===== src/rtl/pvic_pkg.sv =====
package pvic_pkg;
  localparam int ADDR_W = 6;
  localparam logic [ADDR_W-1:0] A_PEND    = 6'h20;
  localparam logic [ADDR_W-1:0] A_ACTIVE  = 6'h21;
  localparam logic [ADDR_W-1:0] A_ENABLE  = 6'h22;
  localparam logic [ADDR_W-1:0] A_ENA_SET = 6'h23;
  localparam logic [ADDR_W-1:0] A_ENA_CLR = 6'h24;
  localparam logic [ADDR_W-1:0] A_VECTOR  = 6'h25;
  localparam logic [ADDR_W-1:0] A_SRCNUM  = 6'h26;
  localparam logic [ADDR_W-1:0] A_EOS     = 6'h27;
endpackage


===== src/rtl/pvic_capture.sv =====
module pvic_capture #(
  parameter int NUM_SRC = 31
) (
  input  logic               clk,
  input  logic               rst,
  input  logic [NUM_SRC:1]   src_req,
  input  logic               clr_stb,
  input  logic               set_en_stb,
  input  logic               clr_en_stb,
  input  logic [NUM_SRC:1]   wmask,
  output logic [NUM_SRC:1]   active_q,
  output logic [NUM_SRC:1]   enable_q,
  output logic               irq_n
);
  logic [NUM_SRC:1] req_q, rise, act_d, en_d;

  assign rise = src_req & ~req_q;

  always_comb begin
    act_d = active_q;
    if (clr_stb) act_d = act_d & ~wmask;
    act_d = act_d | rise;
    en_d = enable_q;
    if (set_en_stb) en_d = en_d | wmask;
    if (clr_en_stb) en_d = en_d & ~wmask;
  end

  always_ff @(posedge clk) begin
    if (rst) begin
      req_q    <= '0;
      active_q <= '0;
      enable_q <= '0;
      irq_n    <= 1'b1;
    end else begin
      req_q    <= src_req;
      active_q <= act_d;
      enable_q <= en_d;
      irq_n    <= ~|(act_d & en_d);
    end
  end

  assert_edge_latches_R2: assert property (@(posedge clk) disable iff (rst)
    1'b1 |=> (($past(rise) & ~active_q) == '0));
  assert_w1c_clears_R3: assert property (@(posedge clk) disable iff (rst)
    clr_stb |=> ((active_q & $past(wmask & ~rise)) == '0));
  assert_enable_set_R4: assert property (@(posedge clk) disable iff (rst)
    set_en_stb |=> ((enable_q & $past(wmask)) == $past(wmask)));
  assert_irq_tracks_R6: assert property (@(posedge clk) disable iff (rst)
    irq_n == ((active_q & enable_q) == '0));
endmodule


===== src/rtl/pvic_prio_bank.sv =====
module pvic_prio_bank #(
  parameter int NUM_SRC = 31,
  parameter int PRIO_W  = 3,
  parameter int IDX_W   = 5
) (
  input  logic                          clk,
  input  logic                          rst,
  input  logic                          wr_stb,
  input  logic [IDX_W-1:0]              wr_idx,
  input  logic [PRIO_W-1:0]             wr_level,
  output logic [NUM_SRC:1][PRIO_W-1:0]  level_q
);
  for (genvar n = 1; n <= NUM_SRC; n++) begin : g_lvl
    always_ff @(posedge clk) begin
      if (rst) level_q[n] <= '0;
      else if (wr_stb && wr_idx == IDX_W'(n)) level_q[n] <= wr_level;
    end
  end
endmodule


===== src/rtl/pvic_arbiter.sv =====
module pvic_arbiter #(
  parameter int NUM_SRC = 31,
  parameter int PRIO_W  = 3,
  parameter int IDX_W   = 5
) (
  input  logic [NUM_SRC:1]              pend,
  input  logic [NUM_SRC:1][PRIO_W-1:0]  level,
  output logic [IDX_W-1:0]              win
);
  logic [PRIO_W-1:0] best;
  logic              found;

  always_comb begin
    best  = '1;
    found = 1'b0;
    win   = '0;
    for (int n = 1; n <= NUM_SRC; n++) begin
      if (pend[n] && (!found || level[n] < best)) begin
        found = 1'b1;
        best  = level[n];
        win   = IDX_W'(n);
      end
    end
  end
endmodule


===== src/rtl/prio_vec_intc.sv =====
module prio_vec_intc
  import pvic_pkg::*;
#(
  parameter int NUM_SRC = 31,
  parameter int PRIO_W  = 3,
  parameter int DATA_W  = 32
) (
  input  logic                 clk,
  input  logic                 rst,
  input  logic [NUM_SRC:1]     src_req,
  input  logic                 bus_wr,
  input  logic                 bus_rd,
  input  logic [ADDR_W-1:0]    bus_addr,
  input  logic [DATA_W-1:0]    bus_wdata,
  output logic [DATA_W-1:0]    bus_rdata,
  output logic                 irq_n
);
  localparam int IDX_W = $clog2(NUM_SRC + 1);

  logic [NUM_SRC:1]             active, enable, pend;
  logic [NUM_SRC:0]             pend0;
  logic [NUM_SRC:1][PRIO_W-1:0] level;
  logic [IDX_W-1:0]             win, srcnum_q;
  logic                         addr_is_src, vec_rd, eos_wr;
  logic [DATA_W-1:0]            rd_mux;

  assign addr_is_src = (bus_addr != '0) && (int'(bus_addr) <= NUM_SRC);
  assign vec_rd      = bus_rd && bus_addr == A_VECTOR;
  assign eos_wr      = bus_wr && bus_addr == A_EOS;
  assign pend        = active & enable;
  assign pend0       = {pend, 1'b0};

  pvic_capture #(.NUM_SRC(NUM_SRC)) u_capture (
    .clk(clk), .rst(rst), .src_req(src_req),
    .clr_stb(bus_wr && bus_addr == A_ACTIVE),
    .set_en_stb(bus_wr && bus_addr == A_ENA_SET),
    .clr_en_stb(bus_wr && bus_addr == A_ENA_CLR),
    .wmask(bus_wdata[NUM_SRC:1]),
    .active_q(active), .enable_q(enable), .irq_n(irq_n)
  );

  pvic_prio_bank #(.NUM_SRC(NUM_SRC), .PRIO_W(PRIO_W), .IDX_W(IDX_W)) u_bank (
    .clk(clk), .rst(rst),
    .wr_stb(bus_wr && addr_is_src),
    .wr_idx(bus_addr[IDX_W-1:0]),
    .wr_level(bus_wdata[PRIO_W-1:0]),
    .level_q(level)
  );

  pvic_arbiter #(.NUM_SRC(NUM_SRC), .PRIO_W(PRIO_W), .IDX_W(IDX_W)) u_arb (
    .pend(pend), .level(level), .win(win)
  );

  always_comb begin
    rd_mux = '0;
    if (addr_is_src) begin
      for (int n = 1; n <= NUM_SRC; n++)
        if (bus_addr[IDX_W-1:0] == IDX_W'(n)) rd_mux = DATA_W'(level[n]);
    end else begin
      case (bus_addr)
        A_PEND:   rd_mux = DATA_W'({pend, 1'b0});
        A_ACTIVE: rd_mux = DATA_W'({active, 1'b0});
        A_ENABLE: rd_mux = DATA_W'({enable, 1'b0});
        A_VECTOR: rd_mux = DATA_W'({win, 2'b00});
        A_SRCNUM: rd_mux = DATA_W'(srcnum_q);
        default:  rd_mux = '0;
      endcase
    end
  end

  always_ff @(posedge clk) begin
    if (rst) begin
      bus_rdata <= '0;
      srcnum_q  <= '0;
    end else begin
      if (bus_rd) bus_rdata <= rd_mux;
      if (eos_wr) srcnum_q <= '0;
      else if (vec_rd) srcnum_q <= win;
    end
  end

  assert_no_pend_zero_R8: assert property (@(posedge clk) disable iff (rst)
    (pend == '0) |-> (win == '0));
  assert_winner_pending_R8: assert property (@(posedge clk) disable iff (rst)
    (win != '0) |-> pend0[win]);
  assert_srcnum_capture_R9: assert property (@(posedge clk) disable iff (rst)
    (vec_rd && !eos_wr) |=> (srcnum_q == $past(win)));
  assert_eos_clears_R10: assert property (@(posedge clk) disable iff (rst)
    eos_wr |=> (srcnum_q == '0));
endmodule


===== config.mk =====
export PLATFORM = sky130hd
export DESIGN_NAME = prio_vec_intc
export DESIGN_NICKNAME = d
export VERILOG_FILES = /design/src/rtl/pvic_pkg.sv /design/src/rtl/pvic_capture.sv /design/src/rtl/pvic_prio_bank.sv /design/src/rtl/pvic_arbiter.sv /design/src/rtl/prio_vec_intc.sv
export SDC_FILE = /design/constraint.sdc
export NUM_CORES = 1
export LEC_CHECK = 0
export BUFFER_PORTS_ARGS = -buffer_cell sky130_fd_sc_hd__buf_4
export CORE_MARGIN = 5
export CORE_UTILIZATION = 55
export DETAILED_ROUTE_END_ITERATION = 7
export PLACE_DENSITY = 0.76
export SLEW_MARGIN = 0
export SYNTH_ARGS = -nofsm -noshare
export SYNTH_HDL_FRONTEND = slang
export SYNTH_SLANG_ARGS = --single-unit

===== constraint.sdc =====
create_clock -name clk -period 41.8 [get_ports clk]
set_input_delay 4.18 -clock clk [delete_from_list [all_inputs] [get_ports clk]]
set_output_delay 4.18 -clock clk [all_outputs]
set_load 0.03 [all_outputs]

### Yosys cells after proc, flatten, opt, wreduce, memory -nomap -nowiden

Index checks and enable logic that the tools add are counted.

| word-level totals | value |
|---|---|
| register bits | 224 |
| input port bits | 73 |
| output and inout bits | 33 |
| logic and storage cells | 375 |

| cells by class | value |
|---|---|
| $lt $le $gt $ge | 31 |
| equality and inequality tests | 39 |
| muxes and demuxes | 127 |
| bitwise logic cells | 9 |
| reductions and logical operators | 132 |

Operators by type and width:

| kind | count |
|---|---|
| $mux W32 | 31 |
| $pmux W32 S5 | 1 |
| $and A31 B31 Y31 | 5 |
| $mux W5 | 30 |
| $mux W3 | 31 |
| $mux W31 | 3 |
| $lt A3 B3 Y1 | 30 |
| $eq A5 B5 Y1 const B | 16 |
| $logic_and A1 B1 Y1 | 68 |
| $not A31 Y31 | 2 |
| $or A31 B31 Y31 | 2 |
| $eq A6 B6 Y1 const B | 8 |
| $eq A5 B4 Y1 const B | 8 |
| $logic_not A1 Y1 | 31 |
| $mux W1 | 31 |
| $reduce_or A31 Y1 | 1 |
| $logic_or A1 B1 Y1 | 30 |
| $eq A5 B3 Y1 const B | 4 |
| $eq A5 B2 Y1 const B | 2 |
| $le A6 B5 Y1 const B | 1 |
| $reduce_bool A6 Y1 | 1 |
| $eq A5 B1 Y1 const B | 1 |
| $reduce_or A2 Y1 | 1 |

### Depth between registers and ports, before layout

Gate-level depths: netlist (run 1).

| logic depth | value |
|---|---|
| depth in word-level cells | 124 |
| gate-level depth with buffers | 211 |
| depth with buffers taken out | 209 |

### By module

From an unflattened synthesis (run 1), not the netlist that was laid out.

| unflattened totals | value |
|---|---|
| cells, all modules | 1,944 |
| area total of the unflattened synthesis | 15,528.6 µm² |

By module, submodules not included:

| module | instances | cells each | area an instance (µm²) | seq. area each (µm²) |
|---|---|---|---|---|
| pvic_arbiter | 1 | 766 | 5,006.1 | 0.0 |
| pvic_prio_bank | 1 | 348 | 3,729.8 | 1,861.8 |
| pvic_capture | 1 | 382 | 3,435.8 | 1,881.8 |
| prio_vec_intc | 1 | 448 | 3,357.0 | 740.7 |

### Worst setup path after synthesis (run 1)

No wires, ideal clock.

| path | value |
|---|---|
| path type | flip-flop to flip-flop |
| start | register u_capture.enable_q[1] (netlist bit) |
| end | register bus_rdata[6] |
| arrival | 34,533 ps |
| required time | 41,678 ps |
| path slack | 7,145 ps |
| cell stages (with the launch flop) | 201 |
| buffers on the path | 3 |
| period minus slack after synthesis | 34,655 ps |
| cell sequence | dfxtp_1 > clkbuf_1 > nand2_1 > nor2_1 > ha_1 > nor2_1 > o311ai_0 > nor2_1 > a21oi_1 > inv_1 > ha_1 > and2_1 > a21oi_1 > mux2i_1 > ha_1 > inv_1 > a2111oi_0 > a211oi_1 > [165 not listed] > ha_1 > nand3_1 > a31o_1 > o21ai_1 > nor2_1 > mux2_2 > ha_1 > a21o_1 > a211oi_1 > a21oi_1 > mux2i_1 > ha_1 > o21ai_0 > a21oi_1 > nor2_1 > a211o_1 > or4_1 > a221o_1 |

| between the ends | value |
|---|---|
| longest elaborated chain between the ends | 124 |

Ends and longest elaborated chain:

| item | line | text |
|---|---|---|
| from (decl) | pvic_capture.sv:12 | `output logic [NUM_SRC:1] enable_q,` |
| from (signal assigned) | pvic_capture.sv:37 | `enable_q <= en_d;` |
| $and A31 B31 Y31 * | prio_vec_intc.sv:30 | `assign pend = active & enable;` |
| $mux W3 / $mux W1 (equally long branches) | pvic_arbiter.sv:18 | `if (pend[n] && (!found \|\| level[n] < best)) begin` |
| $lt A3 B3 Y1 / $logic_not A1 Y1 (equally long branches) | pvic_arbiter.sv:18 |  |
| $logic_or A1 B1 Y1 | pvic_arbiter.sv:18 |  |
| $logic_and A1 B1 Y1 | pvic_arbiter.sv:18 |  |
| $mux W3 / $mux W1 (equally long branches) | pvic_arbiter.sv:18 |  |
| $lt A3 B3 Y1 / $logic_not A1 Y1 (equally long branches) | pvic_arbiter.sv:18 |  |
| $logic_or A1 B1 Y1 | pvic_arbiter.sv:18 |  |
| [108 not listed] | -- |  |
| $logic_and A1 B1 Y1 | pvic_arbiter.sv:18 |  |
| $mux W3 / $mux W1 (equally long branches) | pvic_arbiter.sv:18 |  |
| $lt A3 B3 Y1 / $logic_not A1 Y1 (equally long branches) | pvic_arbiter.sv:18 |  |
| $logic_or A1 B1 Y1 | pvic_arbiter.sv:18 |  |
| $logic_and A1 B1 Y1 | pvic_arbiter.sv:18 |  |
| $mux W5 * | pvic_arbiter.sv:18 |  |
| $pmux W32 S5 * | prio_vec_intc.sv:60 | `case (bus_addr)` |
| $mux W32 * | prio_vec_intc.sv:56 | `if (addr_is_src) begin` |
| to (signal assigned) | prio_vec_intc.sv:76 | `if (bus_rd) bus_rdata <= rd_mux;` |
| to (decl) | prio_vec_intc.sv:15 | `output logic [DATA_W-1:0] bus_rdata,` |

Mark *: on every way between the ends. The rest lies on a longest branch, timed or not.
A chain may end at the register's enable or synchronous reset.

### Worst setup path after layout (run 1)

Ends and elaborated chain as after synthesis.

==> results of run 1 <==
-- cell usage after synthesis, types with 9 or more instances --
library cell                 n
sky130_fd_sc_hd__a21o_1     66
sky130_fd_sc_hd__a22oi_1    45
sky130_fd_sc_hd__a22o_1     11
sky130_fd_sc_hd__nand2b_1   23
sky130_fd_sc_hd__nor2b_1    78
sky130_fd_sc_hd__a222oi_1    9
sky130_fd_sc_hd__a221oi_1   10
sky130_fd_sc_hd__nand2_1   203
sky130_fd_sc_hd__nor4_1     10
sky130_fd_sc_hd__a21oi_1   218
sky130_fd_sc_hd__o21ai_0    79
sky130_fd_sc_hd__nor2_1    236
sky130_fd_sc_hd__o22ai_1    13
sky130_fd_sc_hd__mux2_2     10
sky130_fd_sc_hd__mux2i_1    58
sky130_fd_sc_hd__buf_1      14
sky130_fd_sc_hd__clkbuf_1   94
sky130_fd_sc_hd__a31oi_1    14
sky130_fd_sc_hd__a211oi_1   79
sky130_fd_sc_hd__dfxtp_1   224
sky130_fd_sc_hd__a211o_1    14
sky130_fd_sc_hd__ha_1       32
sky130_fd_sc_hd__inv_1      50
sky130_fd_sc_hd__and2_1     29
sky130_fd_sc_hd__nor3_1     42
sky130_fd_sc_hd__and3_1     24
sky130_fd_sc_hd__nand3_1    72
sky130_fd_sc_hd__a221o_1     9
sky130_fd_sc_hd__or2_2      10
-- worst paths after layout --
| path | startpoint | endpoint | slack (ps) | cells past startpoint |
|---|---|---|---|---|
| max reg2reg | u_capture.enable_q[1]$_SDFF_PP0_ | bus_rdata[6]$_SDFFE_PP0P_ | 3330 | 200 |
| min reg2reg | bus_rdata[27]$_SDFFE_PP0P_ | bus_rdata[27]$_SDFFE_PP0P_ | 490 | 2 |
| max | u_capture.enable_q[1]$_SDFF_PP0_ | bus_rdata[6]$_SDFFE_PP0P_ | 3330 | 200 |
| min | bus_rdata[27]$_SDFFE_PP0P_ | bus_rdata[27]$_SDFFE_PP0P_ | 490 | 2 |
-- worst max-delay path: cells and delay by family (launching register included) --
family / cells / cell delay [ps]
AO/OA/AOI/OAI: 76 / 15710
buffers and inverters: 20 / 1350
adder cells (fa/ha/maj): 30 / 7480
AND/OR/NAND/NOR: 58 / 9120
multiplexers: 16 / 4180
flip-flops: 1 / 480
-- per-stage QoR --
| step | total power [mW] | hold WS (ps) | setup slack, ps | std cells |
|---|---|---|---|---|
| floorplan | 0.250 | 446 | 7150 | 1970 |
| global placement | 0.265 | 476 | 3980 | 2314 |
| detailed placement | 0.265 | 485 | 2710 | 2314 |
| CTS | 0.495 | 500 | 2560 | 2361 |
| global route | 0.510 | 516 | -57.7 | 2364 |
| finish | 0.496 | 491 | 3330 | 2364 |
-- layout by cell type, fill, tap and decap left out, types with 45 or more instances in the layout --
cell type,netlist,layout
sky130_fd_sc_hd__a21oi_1,218,215
sky130_fd_sc_hd__o21ai_0,79,78
sky130_fd_sc_hd__mux2i_1,58,58
sky130_fd_sc_hd__nand3_1,72,70
sky130_fd_sc_hd__inv_1,50,50
sky130_fd_sc_hd__nor2b_1,78,78
sky130_fd_sc_hd__nand2_1,203,203
sky130_fd_sc_hd__a22oi_1,45,45
sky130_fd_sc_hd__a21o_1,66,66
sky130_fd_sc_hd__dfxtp_1,224,224
sky130_fd_sc_hd__a211oi_1,79,78
sky130_fd_sc_hd__buf_4,0,115
sky130_fd_sc_hd__nor2_1,236,235
-- per-layer routing --
layer / vias up / share of wire
li1: 7360 / -
met1: 7290 / 0.43
met2: 873 / 0.43
met3: 137 / 0.11
met4: 2 / 0.038
met5: - / 0.00026
-- cells by family after synthesis --
family                     count (synthesis)
and+or+nand+nor                          774
AOI/OAI and AO/OA                        705
DFF                                      224
buffers and inverters                    161
muxes                                     72
adders and majority gates                 34
-- flip-flops by register name, summed over array words and instances (netlist names) --
name / count
bus_rdata: 32
srcnum_q: 5
u_bank.level_q: 93
u_capture.active_q: 31
u_capture.enable_q: 31
u_capture.irq_n: 1
u_capture.req_q: 31
-- power by group through the flow --
stage	combinational (mW)	sequential [mW]	clock [mW]
final	0.0385	0.224	0.234
after global placement	0.0370	0.228	0
after CTS	0.0376	0.223	0.234
after detailed placement	0.0374	0.228	0
after floorplan	0.0237	0.226	0
after global routing	0.0419	0.224	0.245
-- final cells by class --
cell class | instances | area, um^2 | area share
multi-input combinational | 1585 | 9880 | 0.590
inverter | 51 | 191 | 0.0114
clock inverter | 11 | 134 | 0.00800
timing repair buffer | 116 | 875 | 0.0523
tap | 341 | 427 | 0.0255
clock buffer | 36 | 748 | 0.0447
sequential | 224 | 4480 | 0.268
-- what timing repair did --
item / in CTS / in global routing
hold buffers: 0 / 0
endpoints found under the setup margin: 0 / 10
buffers inserted: 0 / 3
resized for setup: 0 / 15
==> key figures, run 1 <==
STA
  – Actual slew at the worst max-slew pin: between 1000 and 1500 ps
  – Max Clock Skew: between 20 and 30 ps
  – Clock period minus worst slack: approximately 38,000 ps
  – Slew Viols, Final: 0
  – Setup-failing EPs final: 0
  – Accumulated negative setup slack: 0 ps
  – Slew headroom: 0.273
  – Final worst-path cycle share: 0.920
  – Final Hold Viols: 0
  – Highest attainable clock frequency: between 20 and 30 MHz

Routing
  – Number of nets with antenna violations after routing: 0
  – Vias: 15,700
  – Routed via count divided by cell count: about 6.6
  – DR iter-0 viols: between 1,500 and 2,000
  – Residual DRC: 1
  – Total wire length after detailed routing: roughly 51,000 um
  – Detailed-routing iteration count for the pre-antenna-repair pass: 8
  – Wirelength per Cell: between 20 and 25 um

CTS
  – Clock Sink Count: about 220
  – Maximum level of the CTS H-tree: 1
  – Clock buffers created by TritonCTS: 26
  – Worst-Skew Late Latency: between 500 and 600 ps
  – Reg clk slew, reported paths: around 70 ps
  – Largest buffer count on any clock path: 3
  – CTS tree: yes
  – Clock tree root buffer cell: sky130_fd_sc_hd__clkbuf_16

Synthesis
  – Share of synthesized area spent on multiplexers: 0.0510
  – Fraction of the mapped netlist area in compound gates: 0.332
  – Share of the synthesized area in the top cell type: 0.301
  – Number of synthesized flops with an enable pin: 0
  – YS warnings: 0
  – Leading post-synthesis cells by cell area: sky130_fd_sc_hd__dfxtp_1 (30%), sky130_fd_sc_hd__a21oi_1 (7.3%), sky130_fd_sc_hd__nor2_1 (5.9%)
  – Post-synthesis adder-cell area fraction: 0.0282
  – Combinational family with the most area after synthesis: compound AO/OA/AOI/OAI gates
  – Sequential fraction of the synthesis area: 0.301
  – Top cell type by total area after synthesis: sky130_fd_sc_hd__dfxtp_1
  – Post-synth top flop: sky130_fd_sc_hd__dfxtp_1
  – Post-Synthesis Mean Instance Area: 7.56 um^2
  – Post-Synthesis Cell Area: 14,900 um^2
  – Share of synthesized cell area in and, or, nand and nor gates: 0.246
  – Synth unique cells: around 110
  – Flip-flop and latch count after synthesis: ~220
  – Synthesized instance count: roughly 2,000
  – Syn nets: ~2,100
  – Xor-xnor portion of the synthesized cell area: 0
  – Share of synthesized registers carrying an async set or reset: 0

Floorplan
  – Num ports: around 110
  – Effective utilization at floorplan: 0.556
  – Die Ht: about 170 um
  – Area of the core: roughly 27,000 um^2
  – Die W: roughly 170 um
  – Die footprint: between 30,000 and 40,000 um^2
  – Std-Cell Rows: 60

Critical path
  – Category of the worst setup path capture point: register
  – Most frequent CP cell: sky130_fd_sc_hd__ha_1
  – Category of the worst setup path launch point: register
  – Delay contributed by the slowest stage of the critical path: around 590 ps
  – Worst path slowest cell: sky130_fd_sc_hd__or4_1
  – Critical-path maximum fanout: 8
  – Category of the most critical setup path: register to register
  – Worst path required time: 42,240 ps
  – CP Data Arrival Time: 38,910 ps

Power
  – Max rail drop VDD: between 30 and 40 uV
  – Fraction of power consumed by combinational cells: 0.078
  – Cell-internal power: approximately 370 uW
  – Static leakage: roughly 6.8 nW
  – Switch Pwr: about 130 uW
  – Fraction of power spent switching nets: 0.253
  – Sequential share of power: 0.451
  – Power density over cell area: 29.6 nW/um^2
  – Clock power frac: 0.471

Placed design
  – Total of buffers placed on input and output ports: 105
  – Global placement routability congestion: 0.982
  – Sum of net half-perimeters after detailed placement: roughly 37,000 um
  – Post-detailed-placement cell area: around 16,000 um^2

Global routing
  – Met2 usage in global routing: 0.489
  – Largest net degree at the start of global routing: about 120
  – GRT busiest layer: met2
  – Vias in the first global route: 14,400
  – Congestion Overflow GR: 0
  – GR met1 Demand/Resource: 0.454
  – Antenna violations before repair: 1
  – Global-route wire length before repair: roughly 80,000 um
  – GRT Util Overall: 0.317
  – Met3 usage in global routing: 0.0526

Run status
  – Outcome: finished, violations left
  – Violated checks: DRC

Final layout
  – Area overhead of the layout relative to synthesis: 12.3%
  – Number of nets in the layout: between 2,000 and 2,500
  – Final cell area excluding filler cells: ~17,000 um^2
  – Post-layout util: 0.624
  – Antenna Diode Count: 0
  – Number of filler instances in the final layout: ~2,300
  – Ratio of cells with drive above 1 in the final layout: 0.119

Min path
  – Hold Crit Class: register to register

Run
  – Number of maximum-capacitance constraint violations: 0
No activity file was read; power rests on OpenSTA's default activity.
==> run 2, diff against run 1 <==
--- a/config.mk
+++ b/config.mk
@@ -7,9 +7,10 @@
 export LEC_CHECK = 0
 export BUFFER_PORTS_ARGS = -buffer_cell sky130_fd_sc_hd__buf_4
 export CORE_MARGIN = 5
-export CORE_UTILIZATION = 55
+export CORE_UTILIZATION = 40
 export DETAILED_ROUTE_END_ITERATION = 7
-export PLACE_DENSITY = 0.76
+export PLACE_DENSITY = 0.59
+export REMOVE_ABC_BUFFERS = 1
 export SLEW_MARGIN = 0
 export SYNTH_ARGS = -nofsm -noshare
 export SYNTH_HDL_FRONTEND = slang
==> run 2 against run 1 <==
The flow now finishes without violations. Sequential cell count is the same. First-iteration DRC count down 22%. Wire length up 8.7%. Clock skew down 5.7 ps. Final cell count grew 5.2%. Non-clock buffer count up 1. Cell area rose by 0.82%. Via count fell by 0.85%. Combinational power rose by 3%. Die area increased by 35%. Critical endpoint unchanged. Highest routed layer is now met4.
==> key figures, run 2 (synthesized netlist as in run 1, its figures left out) <==
Critical path
  – Critical-path maximum fanout: 8
  – CP Data Arrival Time: ~39,000 ps
  – Worst path slowest cell: sky130_fd_sc_hd__or4_1
  – Category of the worst setup path launch point: register
  – Category of the most critical setup path: register to register
  – Delay contributed by the slowest stage of the critical path: between 500 and 600 ps
  – Category of the worst setup path capture point: register
  – Worst path required time: around 42,000 ps
  – Most frequent CP cell: sky130_fd_sc_hd__ha_1

Run status
  – Outcome: finished clean

Global routing
  – GRT Util Overall: 0.255
  – GRT busiest layer: met2
  – GR met1 Demand/Resource: 0.346
  – Antenna violations before repair: 0
  – Congestion Overflow GR: 0
  – Vias in the first global route: between 10,000 and 15,000
  – Global-route wire length before repair: 85,100 um
  – Largest net degree at the start of global routing: 90
  – Met3 usage in global routing: 0.0425
  – Met2 usage in global routing: 0.416

STA
  – Slew Viols, Final: 0
  – Highest attainable clock frequency: 25.9 MHz
  – Accumulated negative setup slack: 0 ps
  – Max Clock Skew: around 21 ps
  – Final Hold Viols: 0
  – Slew headroom: 0.294
  – Final worst-path cycle share: 0.922
  – Actual slew at the worst max-slew pin: about 1100 ps
  – Unrepaired setup endpoints after global routing: no
  – Clock period minus worst slack: ~39,000 ps
  – Setup-failing EPs final: 0

CTS
  – Worst-Skew Late Latency: 560 ps
  – Hold bufs inserted after CTS: 0
  – Largest buffer count on any clock path: 3
  – Maximum level of the CTS H-tree: 1
  – Clock tree root buffer cell: sky130_fd_sc_hd__clkbuf_16
  – CTS tree: yes
  – Reg clk slew, reported paths: roughly 60 ps
  – Clock buffers created by TritonCTS: 26
  – Clock Sink Count: roughly 220

Placed design
  – Sum of net half-perimeters after detailed placement: ~41,000 um
  – Global placement routability congestion: ~0.95
  – Total of buffers placed on input and output ports: ~110
  – Post-detailed-placement cell area: 15,900 um^2

Floorplan
  – Die Ht: roughly 200 um
  – Area of the core: roughly 37,000 um^2
  – Std-Cell Rows: 70
  – Die W: 203 um
  – Num ports: approximately 110
  – Effective utilization at floorplan: 0.406
  – Die footprint: 41,200 um^2

Routing
  – Detailed-routing iteration count for the pre-antenna-repair pass: 6
  – Residual DRC: 0
  – DR iter-0 viols: between 1,000 and 1,500
  – Vias: between 15,000 and 20,000
  – Wirelength per Cell: between 20 and 25 um
  – Number of nets with antenna violations after routing: 0
  – Routed via count divided by cell count: between 6 and 7
  – Total wire length after detailed routing: approximately 55,000 um

Final layout
  – Ratio of cells with drive above 1 in the final layout: 0.117
  – Number of nets in the layout: 2,110
  – Final cell area excluding filler cells: ~17,000 um^2
  – Register with the highest flop count: u_bank.level_q
  – Number of flip-flops under the largest register name: between 90 and 100
  – Area overhead of the layout relative to synthesis: 13.2%
  – Number of filler instances in the final layout: around 3,700
  – Leading registers by flop count: u_bank.level_q x93, bus_rdata x32
  – Most common library cell in the layout ignoring fill and taps: sky130_fd_sc_hd__nor2_1
  – Most used cells in the layout excluding fill and tap cells: sky130_fd_sc_hd__nor2_1 (235), sky130_fd_sc_hd__dfxtp_1 (224), sky130_fd_sc_hd__a21oi_1 (216), sky130_fd_sc_hd__nand2_1 (201), sky130_fd_sc_hd__buf_4 (116)
  – Antenna Diode Count: 0

Min path
  – Hold Crit Class: register to register

Run
  – Number of maximum-capacitance constraint violations: 0

Power
  – Final total power: 496 uW
  – Static leakage: 6.75 nW
  – Max rail drop VDD: ~28 uV
  – Power density over cell area: roughly 29 nW/um^2
==> run 2: changes by cell type in the layout (fill, tap and decap cells not counted), moves of 2 or more <==
cell / change
sky130_fd_sc_hd__and3_2: -2
sky130_fd_sc_hd__inv_6: -3
sky130_fd_sc_hd__nand2_2: +2
sky130_fd_sc_hd__nand2_1: -2
sky130_fd_sc_hd__and3_1: +2
==> run 2: cell type report <==
| type | count | area (um^2) | area share |
|---|---|---|---|
| Inverter | 51 | 191 | 0.0113 |
| Multi-Input combinational cell | 1585 | 9870 | 0.585 |
| Timing Repair Buffer | 117 | 882 | 0.0523 |
| Clock inverter | 6 | 86.3 | 0.00512 |
| Tap cell | 468 | 586 | 0.0347 |
| Sequential cell | 224 | 4480 | 0.266 |
| Clock buffer | 36 | 769 | 0.0456 |
==> run 2: metrics by stage <==
step                hold slack [ps]  setup WS [ps]  utilization  instances
floorplan                       440           7290            -       1860
global placement                471           3660        0.434       2443
detailed placement              478           2590        0.434       2443
CTS                             486           2430        0.458       2485
global route                    508           35.0        0.460       2487
finish                          481           3250        0.460       2487
==> run 2: power by group <==
part	internal (mW)	switching [mW]	total, mW
sequential	0.218	0.00533	0.223
clock	0.139	0.0942	0.233
combinational	0.0139	0.0257	0.0396
total	0.371	0.125	0.496
==> run 2: layer usage <==
metal	vias to the layer above	share of wire	wire length [um]
met5	-	0	0
met4	0	0.033	1840
met3	123	0.084	4670
met2	690	0.45	24700
met1	7392	0.44	24200
li1	7324	-	-
==> run 2: critical path, delay by kind of cell, from the launching register on <==
| family | cells | cell delay [ps] |
|---|---|---|
| adder cells (fa/ha/maj) | 29 | 7310 |
| AO/OA/AOI/OAI | 78 | 16260 |
| flip-flops | 1 | 520 |
| buffers and inverters | 19 | 1300 |
| multiplexers | 16 | 4440 |
| AND/OR/NAND/NOR | 52 | 8560 |
==> run 2: path summary, 6_finish.rpt <==
path / endpoint / slack [ps] / cells after the start / startpoint
max reg2reg: bus_rdata[6]$_SDFFE_PP0P_ / 3250 / 194 / u_capture.enable_q[1]$_SDFF_PP0_
max: bus_rdata[6]$_SDFFE_PP0P_ / 3250 / 194 / u_capture.enable_q[1]$_SDFF_PP0_
min reg2reg: bus_rdata[1]$_SDFFE_PP0P_ / 480 / 2 / bus_rdata[1]$_SDFFE_PP0P_
min: bus_rdata[1]$_SDFFE_PP0P_ / 480 / 2 / bus_rdata[1]$_SDFFE_PP0P_
==> run 2: what timing repair did <==
action,in CTS,in global routing
endpoints found under the setup margin,0,10
buffers inserted,0,2
resized for setup,0,15
